`config.mk`:
```
export PLATFORM = sky130hd
export DESIGN_NAME = exti_trigger
export DESIGN_NICKNAME = d
export VERILOG_FILES = /design/src/rtl/exti_pkg.sv /design/src/rtl/exti_cfg_regs.sv /design/src/rtl/exti_sync.sv /design/src/rtl/exti_detect.sv /design/src/rtl/exti_trigger.sv
export SDC_FILE = /design/constraint.sdc
export NUM_CORES = 1
export LEC_CHECK = 0
export BUFFER_PORTS_ARGS = -buffer_cell sky130_fd_sc_hd__buf_2
export CAP_MARGIN = 10
export CORE_UTILIZATION = 50
export CTS_CLUSTER_DIAMETER = 40
export DETAILED_ROUTE_END_ITERATION = 10
export GPL_TIMING_DRIVEN = 0
export PLACE_DENSITY_LB_ADDON = 0.12
export SETUP_SLACK_MARGIN = 0.3
export SYNTH_ARGS = -nofsm -noshare
export SYNTH_HDL_FRONTEND = slang
export SYNTH_SLANG_ARGS = --single-unit
```
`constraint.sdc`:
```
create_clock -name clk_i -period 4.9 [get_ports clk_i]
set_clock_uncertainty 0.15 [all_clocks]
set_input_delay 0.735 -clock clk_i [delete_from_list [all_inputs] [get_ports clk_i]]
set_output_delay 0.735 -clock clk_i [all_outputs]
set_load 0.01 [all_outputs]
```
`src/rtl/exti_pkg.sv`:
```
package exti_pkg;
  localparam int MODE_W = 3;

  typedef enum logic [2:0] {
    TRIG_LOW  = 3'd0,
    TRIG_HIGH = 3'd1,
    TRIG_FALL = 3'd2,
    TRIG_RISE = 3'd3,
    TRIG_BOTH = 3'd4
  } trig_e;

  function automatic trig_e trig_decode(input logic [MODE_W-1:0] m);
    case (m[2:1])
      2'b00:   return m[0] ? TRIG_HIGH : TRIG_LOW;
      2'b01:   return TRIG_FALL;
      2'b10:   return TRIG_RISE;
      default: return TRIG_BOTH;
    endcase
  endfunction
endpackage

```
`src/rtl/exti_cfg_regs.sv`:
```
module exti_cfg_regs #(
  parameter int N_IN   = 24,
  parameter int WORD_W = 32,
  parameter int STRIDE = 4,
  parameter int ADDR_W = 2
) (
  input  logic                          clk_i,
  input  logic                          rst_ni,
  input  logic                          we_i,
  input  logic [ADDR_W-1:0]             addr_i,
  input  logic [WORD_W/STRIDE-1:0]      nib_en_i,
  input  logic [WORD_W-1:0]             wdata_i,
  output logic [WORD_W-1:0]             rdata_o,
  output logic [N_IN*exti_pkg::MODE_W-1:0] mode_o
);
  localparam int FW  = exti_pkg::MODE_W;
  localparam int PER = WORD_W / STRIDE;

  logic [FW-1:0] mode_q [N_IN];

  for (genvar n = 0; n < N_IN; n++) begin : g_field
    localparam int W = n / PER;
    localparam int S = n % PER;
    always_ff @(posedge clk_i or negedge rst_ni) begin
      if (!rst_ni)                                          mode_q[n] <= '0;
      else if (we_i && addr_i == ADDR_W'(W) && nib_en_i[S]) mode_q[n] <= wdata_i[STRIDE*S +: FW];
    end
    assign mode_o[n*FW +: FW] = mode_q[n];
  end

  always_comb begin
    rdata_o = '0;
    for (int n = 0; n < N_IN; n++)
      if (addr_i == ADDR_W'(n / PER)) rdata_o[STRIDE*(n % PER) +: FW] = mode_q[n];
  end

  // bits of each slot above the mode field are reserved
  logic [WORD_W-1:0] rsvd_mask;
  always_comb begin
    rsvd_mask = '1;
    for (int s = 0; s < PER; s++) rsvd_mask[STRIDE*s +: FW] = '0;
  end
  logic unused_rsvd;
  assign unused_rsvd = ^(wdata_i & rsvd_mask);
endmodule

```
`src/rtl/exti_sync.sv`:
```
module exti_sync #(
  parameter int N_IN   = 24,
  parameter int STAGES = 2
) (
  input  logic            clk_i,
  input  logic            rst_ni,
  input  logic [N_IN-1:0] async_i,
  output logic [N_IN-1:0] sync_o
);
  logic [N_IN-1:0] stage_q [STAGES];

  for (genvar k = 0; k < STAGES; k++) begin : g_stage
    always_ff @(posedge clk_i or negedge rst_ni) begin
      if (!rst_ni) stage_q[k] <= '0;
      else         stage_q[k] <= (k == 0) ? async_i : stage_q[(k == 0) ? 0 : k-1];
    end
  end

  assign sync_o = stage_q[STAGES-1];
endmodule

```
`src/rtl/exti_detect.sv`:
```
module exti_detect
  import exti_pkg::*;
(
  input  logic              clk_i,
  input  logic              rst_ni,
  input  logic              sync_i,
  input  logic [MODE_W-1:0] mode_i,
  output logic              req_o
);
  logic              prev_q;
  logic [MODE_W-1:0] mode_prev_q;
  logic              hold;
  logic              req_d;

  assign hold = (mode_i != mode_prev_q);

  always_comb begin
    unique case (trig_decode(mode_i))
      TRIG_LOW:  req_d = !sync_i;
      TRIG_HIGH: req_d = sync_i;
      TRIG_FALL: req_d = !hold && prev_q && !sync_i;
      TRIG_RISE: req_d = !hold && !prev_q && sync_i;
      default:   req_d = !hold && (prev_q ^ sync_i);
    endcase
  end

  always_ff @(posedge clk_i or negedge rst_ni) begin
    if (!rst_ni) begin
      prev_q      <= 1'b0;
      mode_prev_q <= '0;
      req_o       <= 1'b0;
    end else begin
      prev_q      <= sync_i;
      mode_prev_q <= mode_i;
      req_o       <= req_d;
    end
  end
endmodule

```
`src/rtl/exti_trigger.sv`:
```
module exti_trigger #(
  parameter int N_IN        = 24,
  parameter int WORD_W      = 32,
  parameter int STRIDE      = 4,
  parameter int ADDR_W      = 2,
  parameter int SYNC_STAGES = 2
) (
  input  logic                     clk_i,
  input  logic                     rst_ni,
  input  logic [N_IN-1:0]          irq_pin_i,
  input  logic                     cfg_we_i,
  input  logic [ADDR_W-1:0]        cfg_addr_i,
  input  logic [WORD_W/STRIDE-1:0] cfg_nib_en_i,
  input  logic [WORD_W-1:0]        cfg_wdata_i,
  output logic [WORD_W-1:0]        cfg_rdata_o,
  output logic [N_IN-1:0]          irq_req_o
);
  localparam int FW = exti_pkg::MODE_W;

  logic [N_IN*FW-1:0] mode_w;
  logic [N_IN-1:0]    sync_w;

  exti_cfg_regs #(.N_IN(N_IN), .WORD_W(WORD_W), .STRIDE(STRIDE), .ADDR_W(ADDR_W)) u_regs (
    .clk_i    (clk_i),
    .rst_ni   (rst_ni),
    .we_i     (cfg_we_i),
    .addr_i   (cfg_addr_i),
    .nib_en_i (cfg_nib_en_i),
    .wdata_i  (cfg_wdata_i),
    .rdata_o  (cfg_rdata_o),
    .mode_o   (mode_w)
  );

  exti_sync #(.N_IN(N_IN), .STAGES(SYNC_STAGES)) u_sync (
    .clk_i   (clk_i),
    .rst_ni  (rst_ni),
    .async_i (irq_pin_i),
    .sync_o  (sync_w)
  );

  for (genvar n = 0; n < N_IN; n++) begin : g_ch
    exti_detect u_det (
      .clk_i  (clk_i),
      .rst_ni (rst_ni),
      .sync_i (sync_w[n]),
      .mode_i (mode_w[n*FW +: FW]),
      .req_o  (irq_req_o[n])
    );
  end
endmodule

```
==> flow_summary_export.csv <==
group,metric,value,unit
status,outcome,"complete, no violations",
cells_and_area,seq_area,0.00601,mm²
clock_network,cts-buffers-inserted,37,
worst_setup_path,worst-setup-path-type,"input pin to output pin",
timing,hold_viol_final,0,
hold_path,hp-class,"input pin to register",
cells_and_area,post_route_cells_drive_above_1_share,0.277,
logic_synthesis,synth-seq-cells,240,
detailed_routing,drt_wl_total,20500,µm
timing,setup_slack,1.88,ns
logic_synthesis,synth-edff-count,0,
power,power.density_cell_area,500,mW/mm²
detailed_routing,drt_iter0_drc,228,
logic_synthesis,synth.distinct_cells,39,
logic_synthesis,synthesis.instances,885,
logic_synthesis,avgSynthCellArea,12.7,µm²
job,max_cap_violations,0,
logic_synthesis,synthesis.yosys.warnings,0,
power,power.net_switching,1.88,mW
timing,fmax,331,MHz
detailed_routing,remaining_drc_errors,0,
detailed_routing,avgRoutedWirePerCell,15.3,µm
clock_network,clock_root_cell,"sky130_fd_sc_hd__clkbuf_16",
logic_synthesis,share_of_synthesized_registers_carrying_an_async_set_or_reset,1.00,
power,cellLeakagePower,6.50,nW
clock_network,postCtsHoldBufs,1,
global_route,grt_pass1_vias,6692,
power,pwr-share-seq,0.408,
die,core.rowCount,54,
detailed_routing,vias_per_cell,4.96,
die,ioPinCount,125,
logic_synthesis,synth_flop_cell,"sky130_fd_sc_hd__dfrtp_1",
clock_network,post_cts.resized_instances,0,
worst_setup_path,timing.critical_path.from_type,"input pin",
cells_and_area,finish.net_count,1185,
detailed_routing,vias,6675,
placement,place.detailed.hpwl,13500,µm
die,design.die.area,0.0230,mm²
global_route,grt.met3_usage,0.0413,
cells_and_area,flow.area_growth_from_synthesis,20.1,%
global_route,grt_pass1_wl,33500,µm
die,core_area,0.0219,mm²
global_route,grt_util_all_layers,0.189,
power,post-layout-total-power,6.73,mW
die,initial_cell_density_of_the_core,0.512,
clock_network,cts_post_setup_buffers_inserted,0,
clock_network,worstSkewPairLatency,0.51,ns
clock_network,clock_tree_from_tritoncts,"built",
power,pwr-share-clk,0.391,
clock_network,htree_levels,2,
clock_network,cts_buffer_depth,3,
power,power.share.combinational,0.201,
cells_and_area,fill_cell_total_of_the_finished_layout,1775,
power,ir_drop_worst_case_vdd,0.274,mV
clock_network,cts.sinks,240,
timing,finalCriticalPeriod,3.02,ns
timing,rsz0062_at_grt,"false",
global_route,top_usage_layer,"met2",
clock_network,clock_slew_at_the_register_clock_pins_of_the_worst_setup_and_hold_paths,0.05,ns
die,die_w,152,µm
global_route,grt_antenna_before_repair,0,
logic_synthesis,netlist_area,0.0112,mm²
cells_and_area,area_used_by_multi_input_combinational_logic,0.00472,mm²
power,sw_frac_of_total,0.280,
worst_setup_path,worstPathArrival,2.14,ns
placement,dpl_worst_slack,1.86,ns
power,internal-power,4.85,mW
global_route,overflow,0,
placement,place.gp.congestion,0.760,
placement,io_buffer_count,106,
timing,final_min_period_over_clock_period,0.617,
worst_setup_path,crit_path_end_kind,"output pin",
logic_synthesis,synth_seq_area_share,0.536,
global_route,met1_resource_use_gr,0.253,
global_route,pin_count_of_the_biggest_net_entering_global_routing,113,
die,die_height,152,µm
timing,report.final.setup_viol,0,
timing,timing_worst_slew_pin_value,0.846,ns
worst_setup_path,critPathRequiredTime,4.01,ns
detailed_routing,drt.antenna.violating_nets,0,
worst_setup_path,worst-path-max-fanout,10,
timing,timing.slew.headroom,0.435,
global_route,globalRouteMet2Util,0.300,
timing,slew_violations,0,
detailed_routing,drt_first_pass_iters,4,
critical path, cell delays in order:
cell,delay [ns]
sky130_fd_sc_hd__buf_4,0.17
sky130_fd_sc_hd__nor2b_4,0.16
sky130_fd_sc_hd__buf_6,0.14
sky130_fd_sc_hd__clkbuf_1,0.50
sky130_fd_sc_hd__nand2_1,0.10
sky130_fd_sc_hd__o21ai_0,0.12
sky130_fd_sc_hd__buf_2,0.20
Yosys cell counts (all sizes together) (16+ instances only):
cell      n  share of area
buf      39          0.027
mux2i    24          0.021
a21oi    22         0.0098
ha       76          0.085
nand2    64          0.029
mux2     72          0.080
o21ai    56          0.025
dfrtp   240           0.54
xor2     38          0.030
inv      48          0.016
o21a     21          0.014
nand4    23          0.013
nand3b   16          0.011
xnor2    72          0.056
state kept, by name, summed over array words and instances (netlist names):
register                flops
g_ch.u_det.mode_prev_q     72
g_ch.u_det.prev_q          24
g_ch.u_det.req_o           24
u_regs.mode_o              72
u_sync.stage_q             24
u_sync.sync_o              24
placed cells by master (no fill, tap or decap), types with 7 or more instances in the layout:
cell                        synthesis  routed
sky130_fd_sc_hd__dfrtp_1          240     240
sky130_fd_sc_hd__buf_2              3     108
sky130_fd_sc_hd__ha_1              76      76
sky130_fd_sc_hd__xnor2_1           72      72
sky130_fd_sc_hd__o21ai_0           56      56
sky130_fd_sc_hd__inv_1             48      48
sky130_fd_sc_hd__nand2_1           48      48
sky130_fd_sc_hd__clkbuf_16          0      39
sky130_fd_sc_hd__xor2_1            38      38
sky130_fd_sc_hd__buf_4             34      34
sky130_fd_sc_hd__mux2_2            29      29
sky130_fd_sc_hd__mux2i_1           24      24
sky130_fd_sc_hd__mux2_4            24      24
sky130_fd_sc_hd__nand4_1           23      23
sky130_fd_sc_hd__a21oi_1           22      22
sky130_fd_sc_hd__o21a_1            21      21
sky130_fd_sc_hd__mux2_1            19      19
sky130_fd_sc_hd__nand3b_1          16      16
sky130_fd_sc_hd__a21bo_2           14      14
sky130_fd_sc_hd__nand3_1           14      14
sky130_fd_sc_hd__and3b_1            8       8
sky130_fd_sc_hd__nand2_2            8       8
sky130_fd_sc_hd__nand2_4            8       8
sky130_fd_sc_hd__conb_1             1       8
sky130_fd_sc_hd__nor2b_1            7       7
sky130_fd_sc_hd__or3_1              7       7
sky130_fd_sc_hd__clkbuf_1           5       7
sky130_fd_sc_hd__clkbuf_8           0       7
layout make-up:
| class | count | area share |
|---|---|---|
| flip-flops and latches | 240 | 0.446 |
| multi-input cells | 560 | 0.351 |
| clock buffers | 48 | 0.0802 |
| repair buffers | 109 | 0.0450 |
| well taps | 280 | 0.0260 |
| plain buffers | 44 | 0.0238 |
| clock inverters | 16 | 0.0141 |
| inverters | 48 | 0.0134 |
| diodes | 1 | 0.000186 |
through the flow:
stage / std cells / hold slack, ns / util / area (µm²) / TNS, ns
after CTS: 1345 / 0.152 / 0.615 / 13500 / 0
after floorplan: 892 / 0.181 / - / 11200 / 0
final: 1346 / 0.176 / 0.615 / 13500 / 0
after global routing: 1345 / 0.157 / 0.615 / 13500 / 0
after detailed placement: 1280 / 0.185 / 0.556 / 12200 / 0
after global placement: 1278 / 0.181 / 0.553 / 12100 / -305.19
path summary, 6_finish.rpt:
check | start | cells past startpoint | slack [ns] | end
worst max-delay path | cfg_addr_i[1] | 7 | 1.88 | cfg_rdata_o[18]
worst min-delay path | irq_pin_i[21] | 1 | 0.18 | u_sync.stage_q[45]
worst max register to register | u_regs.mode_o[67] | 6 | 3.10 | g_ch[22].u_det.req_o
worst min register to register | u_sync.stage_q[25] | 0 | 0.19 | u_sync.sync_o[1]
max in group asynchronous | rst_ni | 3 | 3.27 | g_ch[12].u_det.mode_prev_q[0]
min in group asynchronous | rst_ni | 2 | 0.52 | g_ch[7].u_det.req_o
metal layers:
layer  share of wire  wire length [µm]
met3           0.049              1010
met2            0.47              9550
met1            0.46              9430
met5               0                 0
met4           0.026               544
logic make-up (layout without fill, tap and decap cells):
group / Yosys count / after routing / share of synthesized area
xor gates and xnor gates: 110 / 110 / 0.0860
other: 1 / 9 / 0.000335
muxes: 96 / 96 / 0.102
buffers and inverters: 92 / 265 / 0.0447
adders and majority gates: 76 / 76 / 0.0849
and+or+nand+nor: 150 / 150 / 0.0795
DFF: 240 / 240 / 0.536
AOI/OAI and AO/OA: 120 / 120 / 0.0666
power by group through the flow:
stage / combinational, mW / sequential (mW) / clock [mW]
4_1_cts: 1.37 / 2.76 / 2.70
3_5_place_dp: 1.36 / 2.79 / 0
5_1_grt: 1.55 / 2.82 / 2.79
2_1_floorplan: 1.03 / 2.68 / 0
3_3_place_gp: 1.33 / 2.78 / 0
6_report: 1.35 / 2.75 / 2.63
No activity file was read; power rests on OpenSTA's default activity.
